--- src/rtl/can_rst_pkg.sv ---
// Package: shared types for the CAN reset/bus-join sequencer.
// Assumes: nothing beyond IEEE 1800-2017.
package can_rst_pkg;

    // Sequencer phases: held in reset, waiting for bus idle, communicating.
    typedef enum logic [1:0] {
        ST_RESET  = 2'd0,
        ST_SYNC   = 2'd1,
        ST_ACTIVE = 2'd2
    } seq_state_t;

    // Decoded meaning of the two request bits.
    typedef enum logic [1:0] {
        CMD_HOLD  = 2'd0,
        CMD_ENTER = 2'd1,
        CMD_LEAVE = 2'd2
    } req_cmd_t;

    // Logic level of a recessive bit on the transmit line.
    localparam logic RECESSIVE = 1'b1;

endpackage

--- src/rtl/can_rst_req_decode.sv ---
// Module: can_rst_req_decode
// Turns the two software request bits into a command. Both set means enter
// reset, both clear means leave reset, and a split value means hold.
// Assumes: the request bits are already synchronous to clk.
module can_rst_req_decode
    import can_rst_pkg::*;
(
    input  logic [1:0] req_bits,
    output req_cmd_t   cmd,
    output logic       enter_now
);

    // Classify the request pattern.
    always_comb begin
        unique case (req_bits)
            2'b11:   cmd = CMD_ENTER;
            2'b00:   cmd = CMD_LEAVE;
            default: cmd = CMD_HOLD;
        endcase
    end

    // Combinational enter flag, used to force the line before the next edge.
    always_comb enter_now = (cmd == CMD_ENTER);

endmodule

--- src/rtl/can_idle_counter.sv ---
// Module: can_idle_counter
// Counts consecutive recessive samples while enabled and flags the sample
// that completes a run of IDLE_BITS. Non-sample cycles leave the count alone.
// Assumes: sample_pt is a one-cycle pulse and IDLE_BITS >= 1.
module can_idle_counter #(
    parameter int IDLE_BITS = 11
) (
    input  logic clk,
    input  logic rst_n,
    input  logic count_en,
    input  logic sample_pt,
    input  logic rx_recessive,
    output logic run_done
);

    localparam int            CNT_W = $clog2(IDLE_BITS + 1);
    localparam logic [CNT_W-1:0] LAST = CNT_W'(IDLE_BITS - 1);

    logic [CNT_W-1:0] run_cnt;
    logic             rec_sample;

    // A recessive bit seen at a sample point during the wait.
    always_comb rec_sample = count_en && sample_pt && rx_recessive;

    // The sample that completes the run.
    always_comb run_done = rec_sample && (run_cnt == LAST);

    // Track the length of the current run of recessive samples.
    always_ff @(posedge clk) begin
        if (!rst_n) begin
            run_cnt <= '0;
        end else if (!count_en) begin
            run_cnt <= '0;
        end else if (sample_pt) begin
            if (!rx_recessive || run_done)
                run_cnt <= '0;
            else
                run_cnt <= run_cnt + 1'b1;
        end
    end

endmodule

--- src/rtl/can_seq_fsm.sv ---
// Module: can_seq_fsm
// Phase machine for reset, bus-idle wait and active communication, plus the
// registered clear and start strobes that mark phase changes.
// Assumes: cmd comes from can_rst_req_decode; run_done is valid only in sync.
module can_seq_fsm
    import can_rst_pkg::*;
(
    input  logic     clk,
    input  logic     rst_n,
    input  req_cmd_t cmd,
    input  logic     run_done,
    output logic     in_reset,
    output logic     count_en,
    output logic     comm_enable,
    output logic     clear_pulse,
    output logic     start_pulse
);

    seq_state_t state_q, state_d;

    // Next phase: a reset request wins over everything else.
    always_comb begin
        state_d = state_q;
        unique case (state_q)
            ST_RESET:  if (cmd == CMD_LEAVE) state_d = ST_SYNC;
            ST_SYNC:   if (cmd == CMD_ENTER) state_d = ST_RESET;
                       else if (run_done)    state_d = ST_ACTIVE;
            ST_ACTIVE: if (cmd == CMD_ENTER) state_d = ST_RESET;
            default:   state_d = ST_RESET;
        endcase
    end

    // Phase register and edge strobes. Power-on leaves the controller in reset.
    always_ff @(posedge clk) begin
        if (!rst_n) begin
            state_q     <= ST_RESET;
            clear_pulse <= 1'b0;
            start_pulse <= 1'b0;
        end else begin
            state_q     <= state_d;
            clear_pulse <= (cmd == CMD_ENTER) && (state_q != ST_RESET);
            start_pulse <= (cmd == CMD_LEAVE) && (state_q == ST_RESET);
        end
    end

    // Decode the phase into status and enables.
    always_comb begin
        in_reset    = (state_q == ST_RESET);
        count_en    = (state_q == ST_SYNC);
        comm_enable = (state_q == ST_ACTIVE);
    end

endmodule

--- src/rtl/can_reset_sequencer.sv ---
// Module: can_reset_sequencer (top)
// Sequences software reset and bus re-entry for a CAN controller. It forces
// the transmit line recessive whenever the engine may not drive the bus.
// Assumes: bit timing supplies sample_pt and rx_recessive; synchronous reset.
module can_reset_sequencer
    import can_rst_pkg::*;
#(
    parameter int IDLE_BITS = 11
) (
    input  logic       clk,
    input  logic       rst_n,
    input  logic [1:0] rst_req,
    input  logic       sample_pt,
    input  logic       rx_recessive,
    input  logic       tx_in,
    output logic       tx_out,
    output logic       in_reset,
    output logic       comm_enable,
    output logic       ts_clear,
    output logic       err_clear,
    output logic       ts_start
);

    req_cmd_t cmd;
    logic     enter_now;
    logic     count_en;
    logic     run_done;
    logic     clear_pulse;
    logic     start_pulse;
    logic     force_rec;

    can_rst_req_decode u_decode (
        .req_bits  (rst_req),
        .cmd       (cmd),
        .enter_now (enter_now)
    );

    can_idle_counter #(.IDLE_BITS(IDLE_BITS)) u_idle (
        .clk          (clk),
        .rst_n        (rst_n),
        .count_en     (count_en),
        .sample_pt    (sample_pt),
        .rx_recessive (rx_recessive),
        .run_done     (run_done)
    );

    can_seq_fsm u_fsm (
        .clk         (clk),
        .rst_n       (rst_n),
        .cmd         (cmd),
        .run_done    (run_done),
        .in_reset    (in_reset),
        .count_en    (count_en),
        .comm_enable (comm_enable),
        .clear_pulse (clear_pulse),
        .start_pulse (start_pulse)
    );

    // Recessive unless communication is allowed and no reset is being asked.
    always_comb force_rec = enter_now || !comm_enable;

    // Drive the bus line.
    always_comb tx_out = force_rec ? RECESSIVE : tx_in;

    // One clear strobe serves both the timestamp and the error state.
    always_comb begin
        ts_clear  = clear_pulse;
        err_clear = clear_pulse;
        ts_start  = start_pulse;
    end

endmodule

--- config.mk ---
export PLATFORM = sky130hd
export DESIGN_NAME = can_reset_sequencer
export DESIGN_NICKNAME = d
export VERILOG_FILES = /design/src/rtl/can_rst_pkg.sv /design/src/rtl/can_rst_req_decode.sv /design/src/rtl/can_idle_counter.sv /design/src/rtl/can_seq_fsm.sv /design/src/rtl/can_reset_sequencer.sv
export SDC_FILE = /design/constraint.sdc
export NUM_CORES = 1
export LEC_CHECK = 0
export BUFFER_PORTS_ARGS = -buffer_cell sky130_fd_sc_hd__buf_4
export CAP_MARGIN = 15
export CORE_AREA = 5 5 42 44
export CTS_CLUSTER_SIZE = 25
export DETAILED_ROUTE_END_ITERATION = 16
export DIE_AREA = 0 0 47 49
export GPL_TIMING_DRIVEN = 1
export HOLD_SLACK_MARGIN = 0.03
export MAX_ROUTING_LAYER = met4
export SLEW_MARGIN = 20
export SYNTH_ARGS = -nofsm -noshare
export SYNTH_HDL_FRONTEND = slang
export SYNTH_SLANG_ARGS = --single-unit
--- constraint.sdc ---
create_clock -name clk -period 1.7 [get_ports clk]
set_input_delay 0.085 -clock clk [delete_from_list [all_inputs] [get_ports clk]]
set_output_delay 0.085 -clock clk [all_outputs]
set_load 0.02 [all_outputs]
Word-level counts from Yosys, hierarchy flattened

Cells that the tools add are included.

Multiplexer cells: 8
Eq/ne operators: 9
Reductions and logical operators: 14
Add/sub/neg operators: 1

Operators by type and width:

| cell                                                                    | count |
|---|---|
| 2-bit two-way mux                                                       | 4 |
| 2-bit == test, second input constant                                    | 3 |
| 2-bit case mux with 3 select lines                                      | 1 |
| 1-bit logical AND                                                       | 5 |
| 4-bit by 1-bit adder with 4-bit output, second input constant           | 1 |
| 2-bit by 1-bit == test with 1-bit output, second input constant         | 2 |
| 4-bit == test, second input constant                                    | 1 |
| 2-bit zero test                                                         | 2 |
| 4-bit two-way mux                                                       | 1 |
| 2-bit by 1-bit inequality test with 1-bit output, second input constant | 2 |
| 2-bit case mux with 2 select lines                                      | 1 |
| 3-bit inequality test, second input constant                            | 1 |
| 3-bit AND reduction                                                     | 1 |
| 1-bit zero test                                                         | 2 |
| 1-bit logical OR                                                        | 2 |
| 2-bit AND reduction                                                     | 1 |
| 2-bit nonzero test                                                      | 1 |
| 1-bit two-way mux                                                       | 1 |

Logic and storage cells: 36
Register bits after elaboration: 8

Logic depth before layout (Yosys ltp)

Depth after elaboration: 7
Gate-level depth with buffers: 5

Hierarchy

Synthesis repeated with hierarchy kept, for this count alone.

Cell total of the unflattened synthesis: 49
Area total of the unflattened synthesis: 459.2 um^2

By module, submodules not included:

| module              | instances | area an instance (um^2) | cells each |
|---|---|---|---|
| can_idle_counter    | 1         | 249.0                   | 27 |
| can_seq_fsm         | 1         | 176.4                   | 17 |
| can_rst_req_decode  | 1         | 17.5                    | 3 |
| can_reset_sequencer | 1         | 16.3                    | 2 |

Worst setup path before layout

No wires, ideal clock.

Path kind: flip-flop to output port
From: reg u_fsm.state_q[1]
To: out tx_out
Cell stages (with the launch flop): 3
Buffers on the path: 0
Slack: 0.560 ns
Required time: 1.615 ns
Data arrival time: 1.055 ns
Path through: dfxtp_1 -> nor2b_1 -> nand3b_1

Cells in the longest elaborated chain, start to end: 4

RTL lines:

| item                   | line                      | text |
|---|---|---|
| from (decl)            | can_seq_fsm.sv:19         | `seq_state_t state_q, state_d;` |
| from (signal assigned) | can_seq_fsm.sv:40         | `state_q <= state_d;` |
| 2-bit == test          | can_seq_fsm.sv:50         | `comm_enable = (state_q == ST_ACTIVE);` |
| net comm_enable        | can_reset_sequencer.sv:18 | `output logic comm_enable,` |
| 1-bit zero test        | can_reset_sequencer.sv:60 | `always_comb force_rec = enter_now \|\| !comm_enable;` |
| 1-bit logical OR       | can_reset_sequencer.sv:60 |  |
| 1-bit two-way mux      | can_reset_sequencer.sv:63 | `always_comb tx_out = force_rec ? RECESSIVE : tx_in;` |
| to (decl)              | can_reset_sequencer.sv:16 | `output logic tx_out,` |

The timed path passes the listed nets, and every way through them passes these cells.

Worst setup path after layout

From: reg u_fsm.state_q[1]
To: reg u_fsm.start_pulse

Cells in the longest elaborated chain, start to end: 2

RTL lines:

| item                 | line              | text |
|---|---|---|
| 2-bit zero test      | can_seq_fsm.sv:42 | `start_pulse <= (cmd == CMD_LEAVE) && (state_q == ST_RESET);` |
| 1-bit logical AND    | can_seq_fsm.sv:42 |  |
| to (signal assigned) | can_seq_fsm.sv:42 |  |
| to (decl)            | can_seq_fsm.sv:16 | `output logic start_pulse` |

No other way between the ends.
A chain may end at the register's enable or synchronous reset.

==> run metrics <==
run status finished, final reports clean; Final Hold Viols 0; top_reg_cell synth dfxtp_1; Vias 362; Routed WL 869 um; clock share of power 37.1%; Power Total 388 uW; final worst-path setup slack 0.239 ns; vias in the first global route 375; synth top area cells dfxtp_1 (39%), ha_1 (6.1%), nor4b_4 (5.8%), nand2_1 (4.5%), nand4b_1 (4.2%); Netlist Area Pre-Place 413 um2; Total GRT Usage 9.91%; Synth top area share 38.8%; HP Start rst_n; Layout Skew 0.00852 ns; WP buf/inv 1; Multi-input gate area 238 um2; WHS Endpoint u_fsm.state_q[1]; Inserted Diodes 0; H-Tree Depth 1; CTS Buffer Depth 2; worst skew pair latency 0.25 ns; router iterations before antenna repair 2; FILL cells 152; max_cap viols 0; hold path depth 2; Congestion Overflow GR 0; initial cell density of the core 29.5%; Pint 297 uW; Final min period 1.46 ns; CP Launch Type register; period utilization 85.9%; root buf cell clkbuf_4; Placed Area 515 um2; antenna violations before repair 0; Slowest Stage Delay on Critical Path 0.58 ns; Num CTS Buffers 3; flop-to-flop setup slack 0.24 ns; R2R depth 3; worst reg2reg startpoint u_fsm.state_q[1]; CP Max Fanout 4; Yosys Warn Count 0; Non-Filler Instances 75; most numerous cell in the Yosys netlist dfxtp_1; clk sinks 8; Die X 47 um; CP delay by family, top buffers and inverters; hpwl dp 659 um; DP Worst Slack 0.538 ns; slowest CP cell dlygate4sd3_1; die area 2300 um2; Seq pwr share 50.5%; Final setup viols 0; kind of critical path reg -> reg; CP cell instances and2b_1 -> nor4b_4 -> dlygate4sd3_1; first-pass GRT wire length 1.55 mm; nets@finish 70; Worst Hold Slack 0.0681 ns; power density cells 696 nW/um2; gpl congestion 0.813; setup_tns 0 ns; Post-DRT Antenna Nets 0; Clock transition at path regs 0.06 ns; post-synth net total 52; FFs w/ async S/R, synth 0%; Layout area overhead 35.2%; switching power share of the total 23.5%; hold buffers post-CTS 2; layout cells sized above 1 30.5%; cells after synthesis 43; post-layout util 39.8%; Vias/cell 4.83; Die H 49 um; Hold WC Path Type in -> reg; Resized Gates After CTS 0; CP Capture Type register; Net Sw Power 91.2 uW; Leak 0.235 nW; port buffer count 12; sequential standard cell area 160 um2; DR iter-0 viols 4; CTS tree done; number of I/O pins 13; FF+latch count, synth 8; number of post-CTS setup repair buffers 0; Yosys cell types 23; pin count of the biggest net entering global routing 8; sequential area share after synthesis 38.8%; drt wl/cell 11.6 um; post-route cell area 558 um2; Mean Syn Cell Area 9.60 um2; Max IR drop VDD 0.253 mV; area leader, netlist dfxtp_1; worst endpoint required time 1.90 ns; fmax 685 MHz; Post-synth EDFFs 0; RR Endpoint u_fsm.start_pulse; residual DRC count 0; Worst Path Arrival 1.66 ns; worst-margin pin slew 0.282 ns; unrepaired setup endpoints after global routing false; row cnt 14; most frequent cells after synthesis dfxtp_1 (8), nand2_1 (5), a21oi_1 (3); fin. max-slew vios 0; Placed Instances 70; Core Area 1400 um2; Slew headroom 81.2%; combinational power share 12.4%
area by class of cell:
cell class	instances	share of cell area [%]
Multi-Input combinational cell	32	42.6
Sequential cell	8	28.7
Timing Repair Buffer	14	19.7
Clock buffer	3	4.04
Tap cell	16	3.59
Inverter	2	1.35
power groups by stage:
stage | Sequential (mW) | Combinational [mW] | Clock (mW)
floorplan | 0.201 | 0.0194 | 0
global placement | 0.200 | 0.0448 | 0
detailed placement | 0.200 | 0.0454 | 0
CTS | 0.196 | 0.0487 | 0.153
global route | 0.196 | 0.0533 | 0.160
finish | 0.196 | 0.0483 | 0.144
cell families (layout without fill, tap and decap cells):
kind of cell	count (synthesis)	count (layout)	synth area share, %
flops	8	8	38.8
xor+xnor	1	1	2.12
fa+ha+maj	2	2	6.06
compound gates	6	6	9.39
simple gates	23	23	40.0
buf+inv	3	19	3.64
worst max path at each step:
stage	startpoint	endpoint	slack, ns	depth (start not counted)
after floorplan	u_fsm.state_q[1]	tx_out	0.56	2
after global placement	u_idle.run_cnt[0]	u_idle.run_cnt[3]	0.60	5
after detailed placement	u_idle.run_cnt[0]	u_idle.run_cnt[3]	0.54	5
after CTS	u_fsm.state_q[1]	u_fsm.start_pulse	0.25	3
after global routing	u_fsm.state_q[1]	u_fsm.start_pulse	0.18	3
final	u_fsm.state_q[1]	u_fsm.start_pulse	0.24	3
worst register-to-register path, delay by kind of cell (launching register included):
family / cells / cell delay (ns)
DFF: 1 / 0.33
and+or+nand+nor: 2 / 0.50
buffers and inverters: 1 / 0.58
state kept, by name, summed over array words and instances (netlist names):
name	flops
u_fsm.state_q	2
u_fsm.start_pulse	1
u_fsm.clear_pulse	1
u_idle.run_cnt	4
layout by cell type, fill, tap and decap left out:
| master | n |
|---|---|
| buf_4 | 12 |
| nor2_1 | 2 |
| nand2_1 | 5 |
| nand3b_2 | 1 |
| nor4b_2 | 1 |
| nor4b_4 | 1 |
| nor3b_1 | 1 |
| nand3b_1 | 2 |
| nor2b_1 | 2 |
| dlygate4sd3_1 | 2 |
| and2b_1 | 1 |
| clkbuf_4 | 3 |
| nand4_1 | 2 |
| o21ai_0 | 1 |
| nand3_1 | 1 |
| nand4b_1 | 2 |
| nand2b_1 | 1 |
| xor2_1 | 1 |
| ha_1 | 2 |
| o211a_1 | 1 |
| inv_1 | 2 |
| nor3_1 | 1 |
| dfxtp_1 | 8 |
| o2111ai_1 | 1 |
| a21oi_1 | 3 |
per-layer routing:
metal / track usage [%] / up-vias / wire (um)
met5: - / - / 0
met4: 9.68 / 0 / 15
met3: 3.32 / 2 / 45
met2: 12.4 / 10 / 413
met1: 11.5 / 162 / 395
li1: - / 188 / -
No activity file was read; power rests on OpenSTA's default activity.
